### config.mk
export PLATFORM = sky130hd
export DESIGN_NAME = linkup_seq
export DESIGN_NICKNAME = d
export VERILOG_FILES = /design/src/rtl/linkup_pkg.sv /design/src/rtl/linkup_sync.sv /design/src/rtl/linkup_timer.sv /design/src/rtl/linkup_fsm.sv /design/src/rtl/linkup_seq.sv
export SDC_FILE = /design/constraint.sdc
export NUM_CORES = 1
export LEC_CHECK = 0
export BUFFER_PORTS_ARGS = -buffer_cell sky130_fd_sc_hd__clkbuf_2
export CELL_PAD_IN_SITES_DETAIL_PLACEMENT = 0
export CELL_PAD_IN_SITES_GLOBAL_PLACEMENT = 1
export CORE_MARGIN = 3
export CORE_UTILIZATION = 45
export CTS_CLUSTER_DIAMETER = 50
export DETAILED_ROUTE_END_ITERATION = 12
export PLACE_DENSITY = 0.94
export SKIP_LAST_GASP = 1
export SLEW_MARGIN = 20
export SYNTH_ARGS = -nofsm -noshare
export SYNTH_HDL_FRONTEND = slang
export SYNTH_SLANG_ARGS = --single-unit
### constraint.sdc
create_clock -name clk -period 2.79 [get_ports clk]
set_input_delay 0.4185 -clock clk [delete_from_list [all_inputs] [get_ports clk]]
set_output_delay 0.4185 -clock clk [all_outputs]
set_load 0.03 [all_outputs]
### src/rtl/linkup_pkg.sv
package linkup_pkg;

    typedef enum logic [3:0] {
        S_RST_ASSERT = 4'd0,
        S_WAIT_CFG   = 4'd1,
        S_WAIT_ACK   = 4'd2,
        S_WAIT_NEG   = 4'd3,
        S_WAIT_TRN   = 4'd4,
        S_WAIT_TX    = 4'd5,
        S_WAIT_RX    = 4'd6,
        S_DATA       = 4'd7,
        S_ERROR      = 4'd8
    } lu_state_e;

    localparam int NSTAT   = 6;
    localparam int IDX_CFG = 0;
    localparam int IDX_ACK = 1;
    localparam int IDX_NEG = 2;
    localparam int IDX_TRN = 3;
    localparam int IDX_TX  = 4;
    localparam int IDX_RX  = 5;

    // Reset value of the synchronised flags: acknowledge idles high.
    localparam logic [NSTAT-1:0] STAT_IDLE = 6'b00_0010;

    function automatic logic is_wait(lu_state_e s);
        return (s >= S_WAIT_CFG) && (s <= S_WAIT_RX);
    endfunction

    function automatic logic resets_released(lu_state_e s);
        return (s >= S_WAIT_NEG) && (s <= S_DATA);
    endfunction

endpackage

### src/rtl/linkup_sync.sv
module linkup_sync #(
    parameter int          W       = 6,
    parameter logic [W-1:0] RST_VAL = '0
) (
    input  logic         clk,
    input  logic         rst,
    input  logic [W-1:0] d,
    output logic [W-1:0] q
);
    for (genvar i = 0; i < W; i++) begin : g_bit
        logic meta_q, sync_q;
        always_ff @(posedge clk) begin
            if (rst) begin
                meta_q <= RST_VAL[i];
                sync_q <= RST_VAL[i];
            end else begin
                meta_q <= d[i];
                sync_q <= meta_q;
            end
        end
        assign q[i] = sync_q;
    end
endmodule

### src/rtl/linkup_timer.sv
module linkup_timer #(
    parameter int TW = 16
) (
    input  logic          clk,
    input  logic          rst,
    input  logic          clr,
    input  logic          en,
    input  logic [TW-1:0] limit,
    output logic          expired
);
    localparam logic [TW-1:0] CNT_MAX = '1;

    logic [TW-1:0] cnt_q;

    always_ff @(posedge clk) begin
        if (rst || clr) begin
            cnt_q <= '0;
        end else if (en && (cnt_q != CNT_MAX)) begin
            cnt_q <= cnt_q + TW'(1);
        end
    end

    assign expired = en && (limit != '0) && (cnt_q == limit);

    // each new wait state starts counting from zero
    p_clear_r9: assert property (@(posedge clk) disable iff (rst)
        clr |=> (cnt_q == '0));

    // the count never moves while disabled
    p_idle_hold_r9: assert property (@(posedge clk) disable iff (rst)
        (!en && !clr) |=> $stable(cnt_q));
endmodule

### src/rtl/linkup_fsm.sv
module linkup_fsm
    import linkup_pkg::*;
(
    input  logic             clk,
    input  logic             rst,
    input  logic [NSTAT-1:0] stat_i,
    input  logic             expired_i,
    output logic             tmr_clr_o,
    output logic             tmr_en_o,
    output lu_state_e        state_o,
    output logic             port_rst_n_o,
    output logic             recfg_rst_o,
    output logic             data_ready_o,
    output logic             err_o
);
    lu_state_e state_q, state_d;
    logic      link_ok;
    logic      port_rst_n_q, recfg_rst_q, data_ready_q, err_q;

    assign link_ok = stat_i[IDX_NEG] && stat_i[IDX_TRN] &&
                     stat_i[IDX_TX]  && stat_i[IDX_RX];

    always_comb begin
        state_d = state_q;
        unique case (state_q)
            S_RST_ASSERT: state_d = S_WAIT_CFG;
            S_WAIT_CFG:   if (stat_i[IDX_CFG])  state_d = S_WAIT_ACK;
            S_WAIT_ACK:   if (!stat_i[IDX_ACK]) state_d = S_WAIT_NEG;
            S_WAIT_NEG:   if (stat_i[IDX_NEG])  state_d = S_WAIT_TRN;
            S_WAIT_TRN:   if (stat_i[IDX_TRN])  state_d = S_WAIT_TX;
            S_WAIT_TX:    if (stat_i[IDX_TX])   state_d = S_WAIT_RX;
            S_WAIT_RX:    if (stat_i[IDX_RX])   state_d = S_DATA;
            S_DATA:       if (!link_ok)         state_d = S_RST_ASSERT;
            S_ERROR:      state_d = S_ERROR;
            default:      state_d = S_RST_ASSERT;
        endcase
        if (is_wait(state_q) && (state_d == state_q) && expired_i) begin
            state_d = S_ERROR;
        end
    end

    assign tmr_clr_o = (state_d != state_q);
    assign tmr_en_o  = is_wait(state_q);

    always_ff @(posedge clk) begin
        if (rst) begin
            state_q      <= S_RST_ASSERT;
            port_rst_n_q <= 1'b0;
            recfg_rst_q  <= 1'b1;
            data_ready_q <= 1'b0;
            err_q        <= 1'b0;
        end else begin
            state_q      <= state_d;
            port_rst_n_q <= resets_released(state_d);
            recfg_rst_q  <= !resets_released(state_d);
            data_ready_q <= (state_d == S_DATA);
            err_q        <= (state_d == S_ERROR);
        end
    end

    assign state_o      = state_q;
    assign port_rst_n_o = port_rst_n_q;
    assign recfg_rst_o  = recfg_rst_q;
    assign data_ready_o = data_ready_q;
    assign err_o        = err_q;

    // the port reset is released only on entering wait-negotiation
    p_release_r4: assert property (@(posedge clk) disable iff (rst)
        $rose(port_rst_n_q) |-> (state_q == S_WAIT_NEG) && !recfg_rst_q);

    // training wait is reached only through negotiation
    p_order_trn_r5: assert property (@(posedge clk) disable iff (rst)
        (state_q == S_WAIT_TRN) |->
            ($past(state_q) == S_WAIT_NEG) || ($past(state_q) == S_WAIT_TRN));

    // data mode only follows an RX-ready observation
    p_rx_before_ready_r6: assert property (@(posedge clk) disable iff (rst)
        data_ready_q |-> $past(stat_i[IDX_RX]));

    // ready flag is tied to data mode
    p_ready_state_r7: assert property (@(posedge clk) disable iff (rst)
        data_ready_q |-> (state_q == S_DATA));

    // the error state is sticky and flagged
    p_err_sticky_r10: assert property (@(posedge clk) disable iff (rst)
        (state_q == S_ERROR) |=> (state_q == S_ERROR) && err_q && !port_rst_n_q);
endmodule

### src/rtl/linkup_seq.sv
module linkup_seq
    import linkup_pkg::*;
#(
    parameter int TW = 16
) (
    input  logic          clk,
    input  logic          rst,
    input  logic [TW-1:0] timeout_limit,
    input  logic          cfg_loaded,
    input  logic          reset_ack_n,
    input  logic          neg_done,
    input  logic          train_done,
    input  logic          tx_stable,
    input  logic          rx_ready,
    output logic          port_rst_n,
    output logic          recfg_rst,
    output logic [3:0]    link_state,
    output logic          data_ready,
    output logic          seq_err
);
    logic [NSTAT-1:0] stat_raw, stat_s;
    logic             tmr_clr, tmr_en, tmr_exp;
    lu_state_e        state;

    always_comb begin
        stat_raw          = '0;
        stat_raw[IDX_CFG] = cfg_loaded;
        stat_raw[IDX_ACK] = reset_ack_n;
        stat_raw[IDX_NEG] = neg_done;
        stat_raw[IDX_TRN] = train_done;
        stat_raw[IDX_TX]  = tx_stable;
        stat_raw[IDX_RX]  = rx_ready;
    end

    linkup_sync #(.W(NSTAT), .RST_VAL(STAT_IDLE)) u_sync (
        .clk (clk),
        .rst (rst),
        .d   (stat_raw),
        .q   (stat_s)
    );

    linkup_timer #(.TW(TW)) u_timer (
        .clk     (clk),
        .rst     (rst),
        .clr     (tmr_clr),
        .en      (tmr_en),
        .limit   (timeout_limit),
        .expired (tmr_exp)
    );

    linkup_fsm u_fsm (
        .clk          (clk),
        .rst          (rst),
        .stat_i       (stat_s),
        .expired_i    (tmr_exp),
        .tmr_clr_o    (tmr_clr),
        .tmr_en_o     (tmr_en),
        .state_o      (state),
        .port_rst_n_o (port_rst_n),
        .recfg_rst_o  (recfg_rst),
        .data_ready_o (data_ready),
        .err_o        (seq_err)
    );

    assign link_state = state;
endmodule

==> results by group <==
Run status
  • Status: finished clean

Global routing
  • Vias in the first global route: 1,531
  • Total track usage: 0.171
  • First-pass GRT wire length: 6980 um
  • Largest net degree at the start of global routing: 22
  • Global route overflow: 0
  • Initial antenna violation count: 0

Finish
  • Final #Nets: 263
  • Area growth from synthesis to layout: 14.1%
  • Antenna diodes: 0
  • Share of layout cells above drive strength 1: 0.230
  • Final Cell Area: 0.00217 mm^2
  • Final core occ: 0.562

Critical path
  • Crit. path cell count: 6
  • Cells on worst reg2reg path: 6
  • Cell family with most CP delay: compound AO/OA/AOI/OAI gates
  • Worst path bufs/invs: 0
  • CP startpoint kind: register
  • Worst R2R End: u_timer.cnt_q[11]
  • Critical path capture point type: register
  • Worst setup path start: u_fsm.state_o[0]
  • R2R Setup Slk: 0.37 ns
  • WS Path Type: reg2reg
  • Crit-path cells: o21bai_1, a21oi_1, nand2_1, or3_4, o211ai_4, nor3_1
  • Worst r2r src: u_fsm.state_o[0]
  • CP max FO: 21
  • Crit path to: u_timer.cnt_q[11]
  • Worst EP required: 2.95 ns
  • Arr. time, crit path: 2.58 ns
  • Crit-path slowest cell: dfxtp_1
  • Slowest Stage Delay on Critical Path: 0.72 ns

STA
  • Hold Fails Final Rpt: 0
  • Setup Skew: 0.00569 ns
  • Worst-margin pin slew: 0.620 ns
  • Slew HR: 0.586
  • Max frequency: 413 MHz
  • Final worst path period need: 2.42 ns
  • Total negative slack: 0 ns
  • Endpoints failing setup: 0
  • Period utilisation layout: 0.867
  • Max Slew Vio Count: 0
  • Worst setup margin: 0.371 ns
  • RSZ-0062 raised after global routing: false

Clock tree
  • Setup Fix Bufs, Post-CTS: 0
  • Clock tree sinks: 36
  • Max H-tree Level: 2
  • Root Buffer: clkbuf_8
  • Hold-fix buffers, CTS: 0
  • Clock buffer depth: 2
  • CTS tree: built
  • Worst-Skew Late Latency: 0.29 ns
  • # resized after CTS: 0
  • CTS Buf Count: 5
  • Clock transition at path regs: 0.07 ns

Yosys
  • Synthesized Nets: 233
  • Most frequent cell after synthesis: dfxtp_1
  • Synth top area share: 0.379
  • Seq/Total Area, Yosys: 0.379
  • Top cell type by total area after synthesis: dfxtp_1
  • Ys async rst share: 0
  • Area contributors post-synth: dfxtp_1 38%, xor2_1 12%, nor3_1 4.5%, nor2b_1 4.3%, and3_1 3.3%
  • Post-Syn Area: 0.00190 mm^2
  • Synthesized area per cell: 9.13 um^2
  • Top FF cell, synth: dfxtp_1
  • Seq cells post-synth: 36
  • Synth Instances: 208
  • Unique cell type count in the Yosys netlist: 48
  • Post-synth EDFFs: 0
  • Synth warnings: 0
  • Most common library cells after synthesis: 36 x dfxtp_1, 25 x xor2_1, 17 x nor3_1, 13 x nor2b_1

Power
  • Leak Pwr: 0.878 nW
  • VDD IR max: 0.465 mV
  • Pwr Density: 479 mW/mm^2

Detailed routing
  • Post-route DRC: 0
  • Vias per cell: 5.41
  • Initial detailed-routing violation count: 64
  • Per-cell routed wire length: 14.0 um
  • WL final: 4020 um
  • Final ANT Viol Nets: 0
  • Via count: 1,554
  • Router iterations before antenna repair: 4

Floorplan
  • Starting Density: 0.493
  • Total die area: 0.00504 mm^2
  • Chip width: 71.0 um
  • CORE AREA: 0.00385 mm^2
  • Io pins: 32
  • Die Span Y: 71.0 um
  • Core Rows: 22

Placement
  • Post-detail-place hpwl: 2980 um
  • GPL Wtd Cong: 0.938
  • Area after DPL: 0.00207 mm^2
  • Number of port buffers: 31
  • Setup WS pre-CTS: 0.384 ns

Hold path
  • Worst hold path type: in2reg

Job
  • Max-cap violations: 0
## where the power goes
group | leakage [nW] | switching (W) | total [W] | internal, W
registers | 0.293 | 0.0000161 | 0.000543 | 0.000527
clock network | 0.0434 | 0.000190 | 0.000390 | 0.000200
logic | 0.542 | 0.0000564 | 0.000106 | 0.0000496
## final cells by class
cell class,count,area (um^2)
clock buffers,6,82.6
inverters,1,3.75
fillers,365,1690
clock inverters,2,15.0
repair buffers,33,170
multi-input cells,161,1110
well taps,48,60.1
flip-flops and latches,36,721
## worst min-delay path by stage
stage,cells past startpoint,from,to
after floorplan,1,u_sync.g_bit[1].meta_q,u_sync.g_bit[1].sync_q
after global placement,1,u_sync.g_bit[1].meta_q,u_sync.g_bit[1].sync_q
after detailed placement,1,u_sync.g_bit[1].meta_q,u_sync.g_bit[1].sync_q
after CTS,2,reset_ack_n,u_sync.g_bit[1].meta_q
after global routing,2,reset_ack_n,u_sync.g_bit[1].meta_q
final,2,reset_ack_n,u_sync.g_bit[1].meta_q
## layout by cell type, fill, tap and decap left out, types with 3 or more instances in the layout
cell type	n
xor2_1	25
nor3_1	17
nor4_1	9
nor2b_1	13
nand4_1	4
xnor2_1	6
clkbuf_2	31
nand2b_1	3
clkbuf_8	6
and3_1	10
or2_2	4
a21oi_1	5
o21ai_0	4
dfxtp_1	36
and4_1	5
nand3_1	10
nand2_1	10
## kinds of logic (layout without fill, tap and decap cells)
| logic type | Yosys count | in the layout | share of synthesized area |
|---|---|---|---|
| and+or+nand+nor | 96 | 96 | 0.302 |
| buffers and inverters | 11 | 42 | 0.0336 |
| muxes | 2 | 2 | 0.0105 |
| adders and majority gates | 1 | 1 | 0.00659 |
| AOI/OAI and AO/OA | 31 | 31 | 0.125 |
| xor gates and xnor gates | 31 | 31 | 0.143 |
| DFF | 36 | 36 | 0.379 |
## flip-flops by register name, summed over array words and instances (netlist names)
signal and cells:
u_timer.cnt_q 16, u_sync.g_bit.meta_q 6, u_fsm.state_o 4, u_fsm.data_ready_o 1, u_fsm.port_rst_n_o 1, u_fsm.recfg_rst_o 1
u_sync.g_bit.sync_q 6, u_fsm.err_o 1
## through the flow
step           total power, W  hold slack [ns]  std cells
5_1_grt               0.00108            0.313        287
2_1_floorplan        0.000627            0.389        208
3_3_place_gp         0.000659            0.405        279
3_5_place_dp         0.000661            0.400        279
6_report              0.00104            0.309        287
4_1_cts               0.00105            0.306        287
## routing by layer
metal  global-route usage  share of wire  vias up
li1                     -              -      814
met5                    0              0        -
met1                0.234           0.49      702
met3               0.0398          0.042        6
met4               0.0731          0.018        0
met2                0.257           0.45       32
No activity file was read; power rests on OpenSTA's default activity.
